--- src/rtl/eprom_rd_pkg.sv ---
`timescale 1ns/1ps
package eprom_rd_pkg;

  localparam int GRADE_W  = 2;
  localparam int N_GRADES = 1 << GRADE_W;

  typedef enum logic [1:0] {
    ST_IDLE   = 2'd0,
    ST_ACCESS = 2'd1,
    ST_FLOAT  = 2'd2
  } seq_state_e;

  // address / chip-enable to data, ns
  function automatic int grade_acc_ns(input int g);
    case (g)
      0:       return 120;
      1:       return 150;
      2:       return 200;
      default: return 250;
    endcase
  endfunction

  // output-enable to data, ns
  function automatic int grade_oe_ns(input int g);
    case (g)
      0:       return 50;
      1:       return 60;
      2:       return 70;
      default: return 100;
    endcase
  endfunction

  // strobe high to outputs released, ns
  function automatic int grade_float_ns(input int g);
    return (g == 0) ? 40 : 50;
  endfunction

  // smallest cycle count strictly longer than ns
  function automatic int past_cycles(input int ns, input int period);
    return ns / period + 1;
  endfunction

  function automatic int oe_delay_cycles(input int g, input int period);
    int d;
    d = (grade_acc_ns(g) - grade_oe_ns(g)) / period;
    return (d < 1) ? 1 : d;
  endfunction

  function automatic int acc_cycles(input int g, input int period);
    int a, b;
    a = past_cycles(grade_acc_ns(g), period);
    b = oe_delay_cycles(g, period) + past_cycles(grade_oe_ns(g), period);
    return (a > b) ? a : b;
  endfunction

  function automatic int float_cycles(input int g, input int period);
    return past_cycles(grade_float_ns(g), period);
  endfunction

  function automatic int max_cycles(input int period);
    int m;
    m = 1;
    for (int g = 0; g < N_GRADES; g++) begin
      if (acc_cycles(g, period) > m)   m = acc_cycles(g, period);
      if (float_cycles(g, period) > m) m = float_cycles(g, period);
    end
    return m;
  endfunction

endpackage

--- src/rtl/eprom_grade_timing.sv ---
`timescale 1ns/1ps
module eprom_grade_timing
  import eprom_rd_pkg::*;
#(
  parameter int CLK_PERIOD_NS = 10,
  parameter int CNT_W         = 5
) (
  input  logic [GRADE_W-1:0] grade,
  output logic [CNT_W-1:0]   oe_dly_cyc,
  output logic [CNT_W-1:0]   acc_cyc,
  output logic [CNT_W-1:0]   float_cyc
);

  logic [CNT_W-1:0] tbl_oe    [N_GRADES];
  logic [CNT_W-1:0] tbl_acc   [N_GRADES];
  logic [CNT_W-1:0] tbl_float [N_GRADES];

  for (genvar g = 0; g < N_GRADES; g++) begin : g_grade
    localparam int OE_D  = oe_delay_cycles(g, CLK_PERIOD_NS);
    localparam int ACC_D = acc_cycles(g, CLK_PERIOD_NS);
    localparam int FLT_D = float_cycles(g, CLK_PERIOD_NS);
    assign tbl_oe[g]    = CNT_W'(OE_D);
    assign tbl_acc[g]   = CNT_W'(ACC_D);
    assign tbl_float[g] = CNT_W'(FLT_D);
  end

  assign oe_dly_cyc = tbl_oe[grade];
  assign acc_cyc    = tbl_acc[grade];
  assign float_cyc  = tbl_float[grade];

endmodule

--- src/rtl/eprom_access_seq.sv ---
`timescale 1ns/1ps
module eprom_access_seq
  import eprom_rd_pkg::*;
#(
  parameter int ADDR_W = 17,
  parameter int CNT_W  = 5
) (
  input  logic               clk,
  input  logic               rst_n,
  input  logic               req_valid,
  input  logic [ADDR_W-1:0]  req_addr,
  input  logic [GRADE_W-1:0] grade,
  output logic               req_ready,
  input  logic [CNT_W-1:0]   oe_dly_cyc,
  input  logic [CNT_W-1:0]   acc_cyc,
  input  logic [CNT_W-1:0]   float_cyc,
  output logic [GRADE_W-1:0] grade_q,
  output logic [ADDR_W-1:0]  mem_addr,
  output logic               mem_ce_n,
  output logic               mem_oe_n,
  output logic               capture_en
);

  seq_state_e        state;
  logic [CNT_W-1:0]  cnt;
  logic [ADDR_W-1:0] addr_q;
  logic              ce_n_q;
  logic              oe_n_q;

  // named events
  logic accept;
  logic oe_due;
  logic sample_due;
  logic float_done;

  assign oe_due     = (state == ST_ACCESS) && (cnt == oe_dly_cyc);
  assign sample_due = (state == ST_ACCESS) && (cnt == acc_cyc);
  assign float_done = (state == ST_FLOAT)  && (cnt == float_cyc);
  assign req_ready  = (state == ST_IDLE) || float_done;
  assign accept     = req_valid && req_ready;

  always_ff @(posedge clk) begin
    if (!rst_n) begin
      state   <= ST_IDLE;
      cnt     <= '0;
      addr_q  <= '0;
      grade_q <= '0;
      ce_n_q  <= 1'b1;
      oe_n_q  <= 1'b1;
    end else if (accept) begin
      state   <= ST_ACCESS;
      cnt     <= CNT_W'(1);
      addr_q  <= req_addr;
      grade_q <= grade;
      ce_n_q  <= 1'b0;
      oe_n_q  <= 1'b1;
    end else begin
      unique case (state)
        ST_ACCESS: begin
          cnt <= cnt + CNT_W'(1);
          if (oe_due) oe_n_q <= 1'b0;
          if (sample_due) begin
            oe_n_q <= 1'b1;
            ce_n_q <= 1'b1;
            state  <= ST_FLOAT;
            cnt    <= CNT_W'(1);
          end
        end
        ST_FLOAT: begin
          if (float_done) state <= ST_IDLE;
          else            cnt   <= cnt + CNT_W'(1);
        end
        default: ;
      endcase
    end
  end

  assign mem_addr   = addr_q;
  assign mem_ce_n   = ce_n_q;
  assign mem_oe_n   = oe_n_q;
  assign capture_en = sample_due;

  // cycles since chip enable went high, saturating (checker state)
  logic [CNT_W-1:0] chk_gap;
  always_ff @(posedge clk) begin
    if (!rst_n)               chk_gap <= '1;
    else if (!ce_n_q)         chk_gap <= '0;
    else if (chk_gap != '1)   chk_gap <= chk_gap + CNT_W'(1);
  end

  p_oe_within_ce_r8: assert property (@(posedge clk) disable iff (!rst_n)
    !mem_oe_n |-> !mem_ce_n);

  p_addr_hold_r8: assert property (@(posedge clk) disable iff (!rst_n)
    (!mem_ce_n && $past(!mem_ce_n)) |-> $stable(mem_addr));

  p_grade_hold_r7: assert property (@(posedge clk) disable iff (!rst_n)
    (!mem_ce_n && $past(!mem_ce_n)) |-> $stable(grade_q));

  p_ready_idle_r2: assert property (@(posedge clk) disable iff (!rst_n)
    req_ready |-> mem_oe_n);

  p_release_on_sample_r5: assert property (@(posedge clk) disable iff (!rst_n)
    capture_en |=> (mem_oe_n && mem_ce_n));

  p_float_gap_r6: assert property (@(posedge clk) disable iff (!rst_n)
    accept |-> (chk_gap >= float_cyc - CNT_W'(1)));

endmodule

--- src/rtl/eprom_capture.sv ---
`timescale 1ns/1ps
module eprom_capture #(
  parameter int DATA_W = 8
) (
  input  logic              clk,
  input  logic              rst_n,
  input  logic              capture_en,
  input  logic [DATA_W-1:0] mem_data,
  output logic              rsp_valid,
  output logic [DATA_W-1:0] rsp_data
);

  always_ff @(posedge clk) begin
    if (!rst_n) begin
      rsp_valid <= 1'b0;
      rsp_data  <= '0;
    end else begin
      rsp_valid <= capture_en;
      if (capture_en) rsp_data <= mem_data;
    end
  end

  p_rsp_single_r5: assert property (@(posedge clk) disable iff (!rst_n)
    rsp_valid |=> !rsp_valid);

  p_rsp_follows_capture_r5: assert property (@(posedge clk) disable iff (!rst_n)
    capture_en |=> rsp_valid);

endmodule

--- src/rtl/eprom_rd_ctrl.sv ---
`timescale 1ns/1ps
module eprom_rd_ctrl
  import eprom_rd_pkg::*;
#(
  parameter int CLK_PERIOD_NS = 10,
  parameter int ADDR_W        = 17,
  parameter int DATA_W        = 8
) (
  input  logic               clk,
  input  logic               rst_n,
  input  logic [GRADE_W-1:0] grade,
  input  logic               req_valid,
  input  logic [ADDR_W-1:0]  req_addr,
  output logic               req_ready,
  output logic               rsp_valid,
  output logic [DATA_W-1:0]  rsp_data,
  output logic [ADDR_W-1:0]  mem_addr,
  output logic               mem_ce_n,
  output logic               mem_oe_n,
  input  logic [DATA_W-1:0]  mem_data
);

  localparam int MAX_CYC = max_cycles(CLK_PERIOD_NS);
  localparam int CNT_W   = $clog2(MAX_CYC + 1);

  logic [GRADE_W-1:0] grade_q;
  logic [CNT_W-1:0]   oe_dly_cyc;
  logic [CNT_W-1:0]   acc_cyc;
  logic [CNT_W-1:0]   float_cyc;
  logic               capture_en;

  eprom_grade_timing #(
    .CLK_PERIOD_NS (CLK_PERIOD_NS),
    .CNT_W         (CNT_W)
  ) u_timing (
    .grade      (grade_q),
    .oe_dly_cyc (oe_dly_cyc),
    .acc_cyc    (acc_cyc),
    .float_cyc  (float_cyc)
  );

  eprom_access_seq #(
    .ADDR_W (ADDR_W),
    .CNT_W  (CNT_W)
  ) u_seq (
    .clk        (clk),
    .rst_n      (rst_n),
    .req_valid  (req_valid),
    .req_addr   (req_addr),
    .grade      (grade),
    .req_ready  (req_ready),
    .oe_dly_cyc (oe_dly_cyc),
    .acc_cyc    (acc_cyc),
    .float_cyc  (float_cyc),
    .grade_q    (grade_q),
    .mem_addr   (mem_addr),
    .mem_ce_n   (mem_ce_n),
    .mem_oe_n   (mem_oe_n),
    .capture_en (capture_en)
  );

  eprom_capture #(
    .DATA_W (DATA_W)
  ) u_cap (
    .clk        (clk),
    .rst_n      (rst_n),
    .capture_en (capture_en),
    .mem_data   (mem_data),
    .rsp_valid  (rsp_valid),
    .rsp_data   (rsp_data)
  );

endmodule

--- config.mk ---
export PLATFORM = sky130hd
export DESIGN_NAME = eprom_rd_ctrl
export DESIGN_NICKNAME = d
export VERILOG_FILES = /design/src/rtl/eprom_rd_pkg.sv /design/src/rtl/eprom_grade_timing.sv /design/src/rtl/eprom_access_seq.sv /design/src/rtl/eprom_capture.sv /design/src/rtl/eprom_rd_ctrl.sv
export SDC_FILE = /design/constraint.sdc
export NUM_CORES = 1
export LEC_CHECK = 0
export BUFFER_PORTS_ARGS = -buffer_cell sky130_fd_sc_hd__buf_2
export CAP_MARGIN = 10
export CORE_MARGIN = 2
export CORE_UTILIZATION = 46
export CTS_CLUSTER_DIAMETER = 120
export DETAILED_ROUTE_END_ITERATION = 10
export PLACE_DENSITY = 0.85
export SLEW_MARGIN = 20
export SYNTH_ARGS = -nofsm -noshare
export SYNTH_HDL_FRONTEND = slang
export SYNTH_HIERARCHICAL = 1
export SYNTH_SLANG_ARGS = --single-unit
--- constraint.sdc ---
create_clock -name clk -period 1.9 [get_ports clk]
set_input_delay 0.19 -clock clk [delete_from_list [all_inputs] [get_ports clk]]
set_output_delay 0.19 -clock clk [all_outputs]
set_load 0.005 [all_outputs]
* Yosys cells after proc, flatten, opt, wreduce, memory -nomap -nowiden
Index checks and enable logic that the tools add are counted.
** Storage, ports and cells
- Output and inout bits :: 29
- Input bits :: 30
- Flip-flop bits (word level) :: 37
** Cells by class
- $add $sub $neg :: 1
- $lt $le $gt $ge :: 1
- Eq/ne operators :: 11
- Reduce and logical (&&, ||, !) cells :: 18
- Bitwise gates (word level) :: 2
- Multiplexer cells :: 22
** Operator list (number)
- 2-to-1 mux 5 bit :: 8
- binary-select mux 5 bit (select 2 bit) :: 3
- == test 5 bit :: 3
- case mux 5 bit (2 select lines) :: 1
- AND reduction 2 bit :: 4
- nonzero test 2 bit :: 4
- 2-to-1 mux 1 bit :: 7
- != test 3 x 1 -> 1 bit, second input constant :: 2
- AND reduction 3 bit :: 2
- adder 5 x 1 -> 5 bit, second input constant :: 1
- logical AND 1 bit :: 4
- 2-to-1 mux 2 bit :: 2
- != test 2 x 1 -> 1 bit, second input constant :: 2
- case mux 2 bit (2 select lines) :: 1
- >= comparator 3 bit, second input constant :: 1
- != test 3 x 2 -> 1 bit, second input constant :: 1
- NOT 2 -> 3 bit :: 1
- nonzero test 3 bit :: 1
- == test 2 x 1 -> 1 bit, second input constant :: 1
- == test 2 bit, second input constant :: 1
- zero test 2 bit :: 1
- != test 2 bit, second input constant :: 1
- OR reduction 2 bit :: 1
- logical OR 1 bit :: 1
- NOT 1 bit :: 1

* Longest topological paths before layout
Gate-level depths: netlist of run 1.
- Word-level depth :: 10
- Gate-level depth with buffers :: 10
- Gate-level depth less buffers :: 8

* Hierarchy
Netlist of run 1, hierarchy kept.
** By module, submodules not included
- eprom_access_seq :: seq. area each 560.5 um^2, area an instance 1446.4 um^2, cells each 140, instances 1
- eprom_capture :: seq. area each 180.2 um^2, area an instance 329.1 um^2, cells each 27, instances 1
- eprom_grade_timing :: seq. area each 0.0 um^2, area an instance 162.7 um^2, cells each 22, instances 1

* Worst setup path before layout of run 1
OpenSTA, ideal clock, no wires.
- Kind :: register -> register
- Start point :: reg u_seq.grade_q[0]
- End point :: reg u_cap.rsp_data[0]
- Required time :: 1.784 ns
- Path slack :: -0.145 ns
- Buffers on the path :: 2
- Stages on the path, launching flop included :: 11
- Data arrival time :: 1.929 ns
- Library setup time :: 0.116 ns
- Path through :: dfxtp_1 > inv_1 > ha_1 > or2_1 > buf_4 > xnor2_1 > nand2_1 > nor3_1 > buf_6 > mux2i_1 > nor2b_1
** On the way
- Cells in the longest elaborated chain, start to end :: 6
** RTL lines
- from (decl) :: RTL line eprom_access_seq.sv:17 : output logic [GRADE_W-1:0] grade_q,
- from (signal assigned) :: RTL line eprom_access_seq.sv:54 : grade_q <= grade;
- NOT 2 -> 3 bit (not written as such) :: RTL line eprom_grade_timing.sv:28 : assign acc_cyc = tbl_acc[grade];
- binary-select mux 5 bit (select 2 bit) :: RTL line eprom_grade_timing.sv:28
- 2-to-1 mux 5 bit (not written as such) (2 in a row) :: RTL line eprom_grade_timing.sv:28
- via acc_cyc[0] :: RTL line eprom_rd_ctrl.sv:28 : logic [CNT_W-1:0] acc_cyc;
- == test 5 bit :: RTL line eprom_access_seq.sv:37 : assign sample_due = (state == ST_ACCESS) && (cnt == acc_cyc);
- logical AND 1 bit :: RTL line eprom_access_seq.sv:37
- via capture_en :: RTL line eprom_rd_ctrl.sv:30 : logic capture_en;
- to (signal assigned) :: RTL line eprom_capture.sv:19 : if (capture_en) rsp_data <= mem_data;
- to (decl) :: RTL line eprom_capture.sv:10 : output logic [DATA_W-1:0] rsp_data
The timed path passes the listed nets, and every way through them passes these cells. The select of a mux whose other input is x is not followed.
A chain may end at the register's enable or synchronous reset.

* Worst setup path after layout of run 1
- Start point :: reg u_seq.grade_q[0]
- End point :: reg u_cap.rsp_data[6]
Same word-level chain as after synthesis.

==> results of run 1 <==
-- worst register-to-register path: cells and delay by family (launching register included) --
kind / cells / cell delay (ns)
and+or+nand+nor: 4 / 0.75
DFF: 1 / 0.36
buffers and inverters: 2 / 0.22
xor gates and xnor gates: 1 / 0.21
muxes: 1 / 0.21
adders and majority gates: 1 / 0.18
-- logic make-up (layout without fill, tap and decap cells) --
family	after synthesis	count (layout)	synth area share, %
DFF	37	37	38.2
and+or+nand+nor	55	55	18.6
AOI/OAI and AO/OA	17	17	6.26
xor gates and xnor gates	17	17	8.84
buffers and inverters	25	93	7.94
muxes	27	27	13.9
other	2	5	0.387
adders and majority gates	9	9	5.81
-- layer usage --
layer	vias up	GRT usage (%)	part of all wire, %
li1	757	-	-
met1	733	21.5	41
met2	55	33.1	50
met3	11	4.71	5.7
met4	0	9.56	3.8
met5	-	0	0
-- stage by stage --
stage	hold slack [ns]	setup WS (ns)	cells	total power, mW
detailed placement	0.457	-0.104	294	1.19
global route	0.155	-0.188	310	2.10
global placement	0.443	0.0154	294	1.17
finish	0.152	-0.141	310	2.01
CTS	0.150	-0.0739	308	1.96
floorplan	0.318	-0.00842	192	1.09
-- cell usage in the layout (no fill, tap or decap), types with 5 or more instances in the layout --
| master | count |
|---|---|
| buf_2 | 57 |
| o21ai_0 | 5 |
| xor2_1 | 6 |
| mux2i_1 | 25 |
| inv_1 | 5 |
| dfxtp_1 | 34 |
| clkbuf_8 | 6 |
| buf_6 | 9 |
| buf_4 | 10 |
| ha_1 | 6 |
| conb_1 | 5 |
| nor2b_1 | 27 |
-- cells in the mapped netlist, types with 2 or more instances --
| library cell | n | share of area [%] |
|---|---|---|
| buf_4 | 9 | 3.5 |
| buf_2 | 3 | 0.77 |
| o21ai_0 | 6 | 1.5 |
| clkbuf_1 | 2 | 0.39 |
| nor2_1 | 5 | 0.97 |
| nand3_1 | 3 | 0.77 |
| o211ai_1 | 2 | 0.77 |
| nor2b_1 | 27 | 8.7 |
| buf_6 | 3 | 1.7 |
| nand2_1 | 4 | 0.77 |
| ha_1 | 9 | 5.8 |
| conb_1 | 2 | 0.39 |
| dfxtp_1 | 37 | 38 |
| mux2i_1 | 27 | 14 |
| inv_1 | 8 | 1.5 |
| xnor2_1 | 8 | 3.6 |
| xor2_1 | 6 | 2.7 |
| xnor2_2 | 3 | 2.5 |
-- registers in the layout, indices dropped and copies added, names as in the netlist --
register         cells
u_seq/mem_addr      17
u_cap/rsp_data       8
u_seq/cnt            5
u_seq/grade_q        2
u_seq/state          2
u_cap/rsp_valid      1
u_seq/mem_ce_n       1
u_seq/mem_oe_n       1
-- cell type report --
type / instances / area, um2 / area share (%)
multi-input cells: 130 / 1220 / 45.8
flip-flops and latches: 37 / 747 / 27.9
repair buffers: 77 / 482 / 18.0
clock buffers: 6 / 82.6 / 3.09
well taps: 50 / 62.6 / 2.34
clock inverters: 2 / 37.5 / 1.40
inverters: 8 / 37.5 / 1.40
-- final timing paths --
| path | from | endpoint | slack (ns) |
|---|---|---|---|
| worst max register to register | u_seq/grade_q[0] | u_cap/rsp_data[6] | -0.14 |
| worst min register to register | u_seq/mem_oe_n | u_seq/mem_oe_n | 0.48 |
| worst max-delay path | u_seq/grade_q[0] | u_cap/rsp_data[6] | -0.14 |
| worst min-delay path | grade[0] | u_seq/grade_q[0] | 0.15 |
-- where the power goes --
group | internal [mW] | leakage (nW) | switching (mW)
Sequential | 0.814 | 0.303 | 0.0384
Clock | 0.427 | 0.0574 | 0.292
Combinational | 0.237 | 0.787 | 0.207
-- what timing repair did --
item                       in CTS  in global routing
buffers inserted                6                  4
pin swaps                       7                 12
setup endpoints to repair      36                 38
resized for setup              16                 27
cloned                          1                  0
==> flow_summary.toml, run 1 <==
[cells_and_area]
diodes = 0
utilization_pct = 66.4
fin_nets = 298
design_area_mm2 = 0.00267
fill_cells = 297
areaGrowthSynthToFinish_pct = 38.0
drive_gt1_share_pct = 46.9

[global_route]
overflow = 0
grt_use_total_pct = 19.0
antenna_found_initial = 0
grt_pass1_wl_mm = 6.49
grt_pass1_vias = 1451
grt_max_degree = 27

[worst_setup_path]
required_ns = 2.08
crit_type = "flip-flop to flip-flop"
path_cells = "inv_4, ha_2, or2_4, xnor2_2, nand2_2, nor3_4, buf_12, mux2i_1, nor2b_1"
critPathLaunchType = "flip-flop"
cp.depth = 9
critPathMaxFanout = 10
reg2regPathDepth = 9
worstPathArrival_ns = 2.22
setup.worst_path.end_class = "flip-flop"
path_buf_inv = 2
slowest_stage = "dfxtp_2"
cpPeakStageDelay_ns = 0.36
crit_family = "simple AND/OR/NAND/NOR gates"

[placed_design]
gp_congestion = 0.837
postPlaceCellArea_mm2 = 0.00232
portBuffers = 58
dpl.hpwl_mm = 2.89

[clock_network]
cts_tree = "built"
path_clk_slew_ns = 0.08
clk_path_buf_depth = 2
htreeDepth = 2
clkLatencyLatePin_ns = 0.29
cts_hold_buf = 0
cts_buffers = 5
cts_root_buffer = "clkbuf_8"
clock-sinks = 37

[timing]
hold_viol = 0
final.min_clock_period_ns = 2.04
worst_slack_ns = -0.141
fmax_ghz = 0.490
drv_slew = 0
finalSetupViolations = 20
skew_ns = 0.00628
rsz0062_at_grt = "yes"
setup_tns_ns = -1.18
fin_crit_sh_pct = 107

[route]
dr.pass1.iters = 4
viasPerCell = 5.02
drt-initial-drc-count = 64
wl_mm = 4.50
drc = 0
vias = 1556
ant_nets = 0
wire_per_inst_um = 14.5

[synthesis]
synth_warnings = 6
yosysUniqueCellTypes = 43
netlist_area_mm2 = 0.00194
ys_seq_area_share_pct = 38.2
async_flop_share_pct = 0
avgSynthCellArea_um2 = 10.3
synth.ff_latch_count = 37
synthCells = 189
synth_ff_type = "dfxtp_1"
synth_edf_count = 0

[die]
die_y_um = 68.9
core_area_mm2 = 0.00403
dieArea_mm2 = 0.00475
dieWidth_um = 68.9
fp-row-count = 23
num_io_pins = 59
start_util_pct = 48.1

[power]
ir_drop_uv = 347
leakagePower_nw = 1.15
power.density_mw_per_mm2 = 753

[flow_run]
maxCapViolCount = 0

[run_status]
violations = "negative setup slack"
outcome = "complete, but fails checks"

[worst_hold_path]
holdPathStages = 3
hp-class = "input port to flip-flop"
No activity file was read; power rests on OpenSTA's default activity.
==> run 2, diff against run 1 <==
Settings changed: MAX_ROUTING_LAYER set to met4.
==> flow_summary.toml, run 2 (synthesis results as in run 1) <==
[worst_setup_path]
path_cells = "inv_4, ha_2, or2_4, xnor2_2, nand2_2, nor3_4, buf_12, mux2i_1, nor2b_1"
cpPeakStageDelay_ns = 0.36
setup.worst_path.end_class = "flip-flop"
crit_family = "simple AND/OR/NAND/NOR gates"
crit_type = "flip-flop to flip-flop"
critPathMaxFanout = 10
slowest_stage = "dfxtp_2"
critPathLaunchType = "flip-flop"
worstPathArrival_ns = 2.23
path_buf_inv = 2
required_ns = 2.08

[global_route]
overflow = 0
grt_pass1_wl_mm = 6.49
grt_use_total_pct = 19.6
antenna_found_initial = 0
grt_max_degree = 27
grt_pass1_vias = 1446

[worst_hold_path]
hp-class = "input port to flip-flop"

[timing]
worst_slack_ns = -0.147
skew_ns = 0.00714
fin_crit_sh_pct = 108
drv_slew = 0
rsz0062_at_grt = "yes"
setup_tns_ns = -1.21
finalSetupViolations = 22
final.min_clock_period_ns = 2.05
fmax_ghz = 0.488
hold_viol = 0

[cells_and_area]
drive_gt1_share_pct = 46.7
diodes = 0
areaGrowthSynthToFinish_pct = 37.0
design_area_mm2 = 0.00266
mostFrequentLayoutCells = "buf_2 (57), dfxtp_1 (34), nor2b_1 (27), mux2i_1 (25)"
mostFrequentLayoutCell = "buf_2"
fin_nets = 297
largest_register_ff_count = 17

[route]
vias = 1550
wl_mm = 4.41
viasPerCell = 5.02
ant_nets = 0
wire_per_inst_um = 14.3
dr.pass1.iters = 4
drt-initial-drc-count = 70
drc = 0

[flow_run]
maxCapViolCount = 0

[power]
ir_drop_uv = 351
finalPower_mw = 2.01
leakagePower_nw = 1.14
power.density_mw_per_mm2 = 755

[die]
num_io_pins = 59
fp-row-count = 23
dieWidth_um = 68.9
core_area_mm2 = 0.00403
dieArea_mm2 = 0.00475
die_y_um = 68.9
start_util_pct = 48.1

[clock_network]
path_clk_slew_ns = 0.08
clkLatencyLatePin_ns = 0.29
cts_root_buffer = "clkbuf_8"
cts_hold_buf = 0
clock-sinks = 37
htreeDepth = 2
cts_buffers = 5
clk_path_buf_depth = 2
cts_tree = "built"

[run_status]
violations = "negative setup slack"
outcome = "complete, but fails checks"

[placed_design]
portBuffers = 58
gp_congestion = 0.850
postPlaceCellArea_mm2 = 0.00232
dpl.hpwl_mm = 2.89
==> run 2: cell count changes in the layout (fill, tap and decap cells not counted) <==
cell / previous run / this run
buf_4: 10 / 9
xnor2_2: 4 / 5
xnor2_4: 3 / 2
==> run 2: metrics by stage <==
step	setup WS, ns	hold slack [ns]	std cells	utilization (%)
2_1_floorplan	-0.00842	0.318	192	-
3_3_place_gp	0.0154	0.443	294	57.5
3_5_place_dp	-0.104	0.457	294	57.5
4_1_cts	-0.0739	0.150	308	63.5
5_1_grt	-0.189	0.153	309	65.9
6_report	-0.147	0.151	309	65.9
==> run 2: worst reg2reg max path, stage by stage (launching register included) <==
cell and delay [ns]:
dfxtp_2 0.36, inv_4 0.05, ha_2 0.18, or2_4 0.27, xnor2_2 0.21, nand2_2 0.15
nor3_4 0.27, buf_12 0.17, mux2i_1 0.21, nor2b_1 0.06
==> run 2: path summary, 6_finish.rpt <==
check	start	endpoint	slack, ns	cells past startpoint
min reg2reg	u_seq/mem_oe_n	u_seq/mem_oe_n	0.48	1
min	grade[0]	u_seq/grade_q[0]	0.15	3
max reg2reg	u_seq/grade_q[0]	u_cap/rsp_data[6]	-0.15	9
max	u_seq/grade_q[0]	u_cap/rsp_data[6]	-0.15	9
==> run 2: repair_timing <==
item / CTS / global route
buffers inserted: 6 / 3
pin swaps: 7 / 11
gates cloned: 1 / 0
gates resized for setup: 16 / 26
setup endpoints to repair: 36 / 38
==> run 2: area by class of cell <==
cell class | instances | area (um2)
timing repair buffer | 76 | 474
multi-input combinational | 130 | 1210
fill | 301 | 1370
clock inverter | 2 | 37.5
clock buffer | 6 | 82.6
tap | 50 | 62.6
inverter | 8 | 37.5
sequential | 37 | 747
==> run 2: report_power, final <==
part           switching, mW  internal (mW)
sequential            0.0373          0.814
combinational          0.201          0.231
clock                  0.295          0.427
total                  0.533           1.47
==> run 2: metal layers <==
metal  vias up  routed length, um  GRT usage [%]
met5         -                  0              -
met1       721               1820           21.9
met4         0                172           9.56
li1        759                  -              -
met3        11                256           4.38
met2        59               2150           32.9
==> run 3, diff against run 2 <==
Settings changed: PLACE_DENSITY 0.85 to 0.76.
==> flow_summary.toml, run 3 (synthesis results as in run 1) <==
[run_status]
outcome = "completed"

[timing]
final.min_clock_period_ns = 1.89
drv_slew = 0
rsz0062_at_grt = "yes"
hold_viol = 0
skew_ns = 0.0127
finalSetupViolations = 0
hold_slack_ns = 0.164
fmax_ghz = 0.530
fin_crit_sh_pct = 99.3

[route]
drt-initial-drc-count = 81
dr.pass1.iters = 4
drc = 0
ant_nets = 0
wl_mm = 4.00
vias = 1480
wire_per_inst_um = 12.9
viasPerCell = 4.79

[worst_setup_path]
reg2regPathDepth = 10
critPathMaxFanout = 5
setup.worst_path.end_class = "flip-flop"
worstPathArrival_ns = 2.05
critPathLaunchType = "flip-flop"
required_ns = 2.07
r2r_start = "u_seq/grade_q[1]"
rrSetupSlack_ns = 0.01
crit_type = "flip-flop to flip-flop"
worstReg2RegEnd = "u_seq/mem_addr[5]"

[cells_and_area]
areaGrowthSynthToFinish_pct = 33.4
finalNonFillerCells = 309
diodes = 0
mostFrequentLayoutCell = "buf_2"
utilization_pct = 64.2
fin_nets = 297
largest_register_ff_count = 17
mostFrequentLayoutCells = "buf_2 (58), dfxtp_1 (35), mux2i_1 (27), nor2b_1 (27), buf_4 (9)"
fill_cells = 339
drive_gt1_share_pct = 43.2
design_area_mm2 = 0.00259

[global_route]
grt_use_total_pct = 16.2
overflow = 0
antenna_found_initial = 0
grt_pass1_wl_mm = 5.66
grt_pass1_vias = 1329
grt_max_degree = 27

[die]
dieArea_mm2 = 0.00475
dieWidth_um = 68.9
fp-row-count = 23
start_util_pct = 48.1
die_y_um = 68.9
num_io_pins = 59
core_area_mm2 = 0.00403

[placed_design]
postPlaceCellArea_mm2 = 0.00230
dp_cells = 292
portBuffers = 58
gp_congestion = 0.809
dpl.hpwl_mm = 2.70

[worst_hold_path]
hp-class = "input port to flip-flop"
holdPathStages = 3
min-delay-start = "mem_data[1]"
min_delay_worst_endpoint = "u_cap/rsp_data[1]"

[power]
finalPower_mw = 1.78
ir_drop_uv = 580
power.density_mw_per_mm2 = 686
leakagePower_nw = 1.12

[clock_network]
path_clk_slew_ns = 0.08
clk_path_buf_depth = 2
cts_buffers = 5
cts_root_buffer = "clkbuf_8"
cts_tree = "built"
clock-sinks = 37
htreeDepth = 2
clkLatencyLatePin_ns = 0.28

[flow_run]
maxCapViolCount = 0
[run 3: metrics by stage]
stage / worst slack, ns / setup TNS, ns
global placement: 0.0255 / 0
floorplan: -0.00842 / -0.00842
CTS: 0.00487 / 0
detailed placement: -0.0323 / -0.187
finish: 0.0139 / 0
global route: -0.0650 / -1.17
[run 3: metal layers]
layer	routed length (um)	part of all wire, %	GRT usage [%]	vias up
met2	1970	49	26.0	42
met3	204	5.1	3.90	2
li1	-	-	-	754
met1	1810	45	20.9	682
met5	0	0	-	-
met4	10	0.25	3.43	0
[run 3: worst max-delay path by stage]
stage	from	end	slack [ns]
floorplan	u_seq/grade_q[0]	u_seq/cnt[1]	-0.008
global placement	u_seq/grade_q[1]	u_seq/cnt[1]	0.03
detailed placement	u_seq/grade_q[1]	u_seq/state[1]	-0.03
CTS	u_seq/grade_q[1]	u_seq/mem_addr[9]	0.005
global route	u_seq/grade_q[1]	u_seq/mem_addr[12]	-0.06
finish	u_seq/grade_q[1]	u_seq/mem_addr[5]	0.01
[run 3: final cells by class]
cell class	count	area (um2)	area share, %
repair buffers	76	513	19.8
multi-input cells	130	1150	44.3
flip-flops and latches	37	746	28.8
clock inverters	3	17.5	0.677
inverters	8	32.5	1.26
well taps	50	62.6	2.42
clock buffers	5	68.8	2.66
[run 3: report_power, final]
part	leakage, nW	internal [mW]	switching (mW)
combinational	0.776	0.222	0.182
sequential	0.303	0.813	0.0268
clock	0.0439	0.253	0.278
[run 3: timing repair]
action / 4_1_cts / 5_1_grt
gates cloned: 0 / 2
setup buffers: 2 / 5
setup endpoints to repair: 14 / 34
pin swaps: 6 / 6
gates resized for setup: 6 / 15
hold buffers: 0 / 0
[run 3: worst max-delay path, stage by stage, from the launching register on]
cell	delay, ns
dfxtp_4	0.37
inv_4	0.05
ha_4	0.15
buf_6	0.12
xnor2_4	0.17
nand4_1	0.17
o21ai_4	0.19
buf_6	0.15
clkbuf_16	0.15
mux2i_1	0.17
nor2b_1	0.06
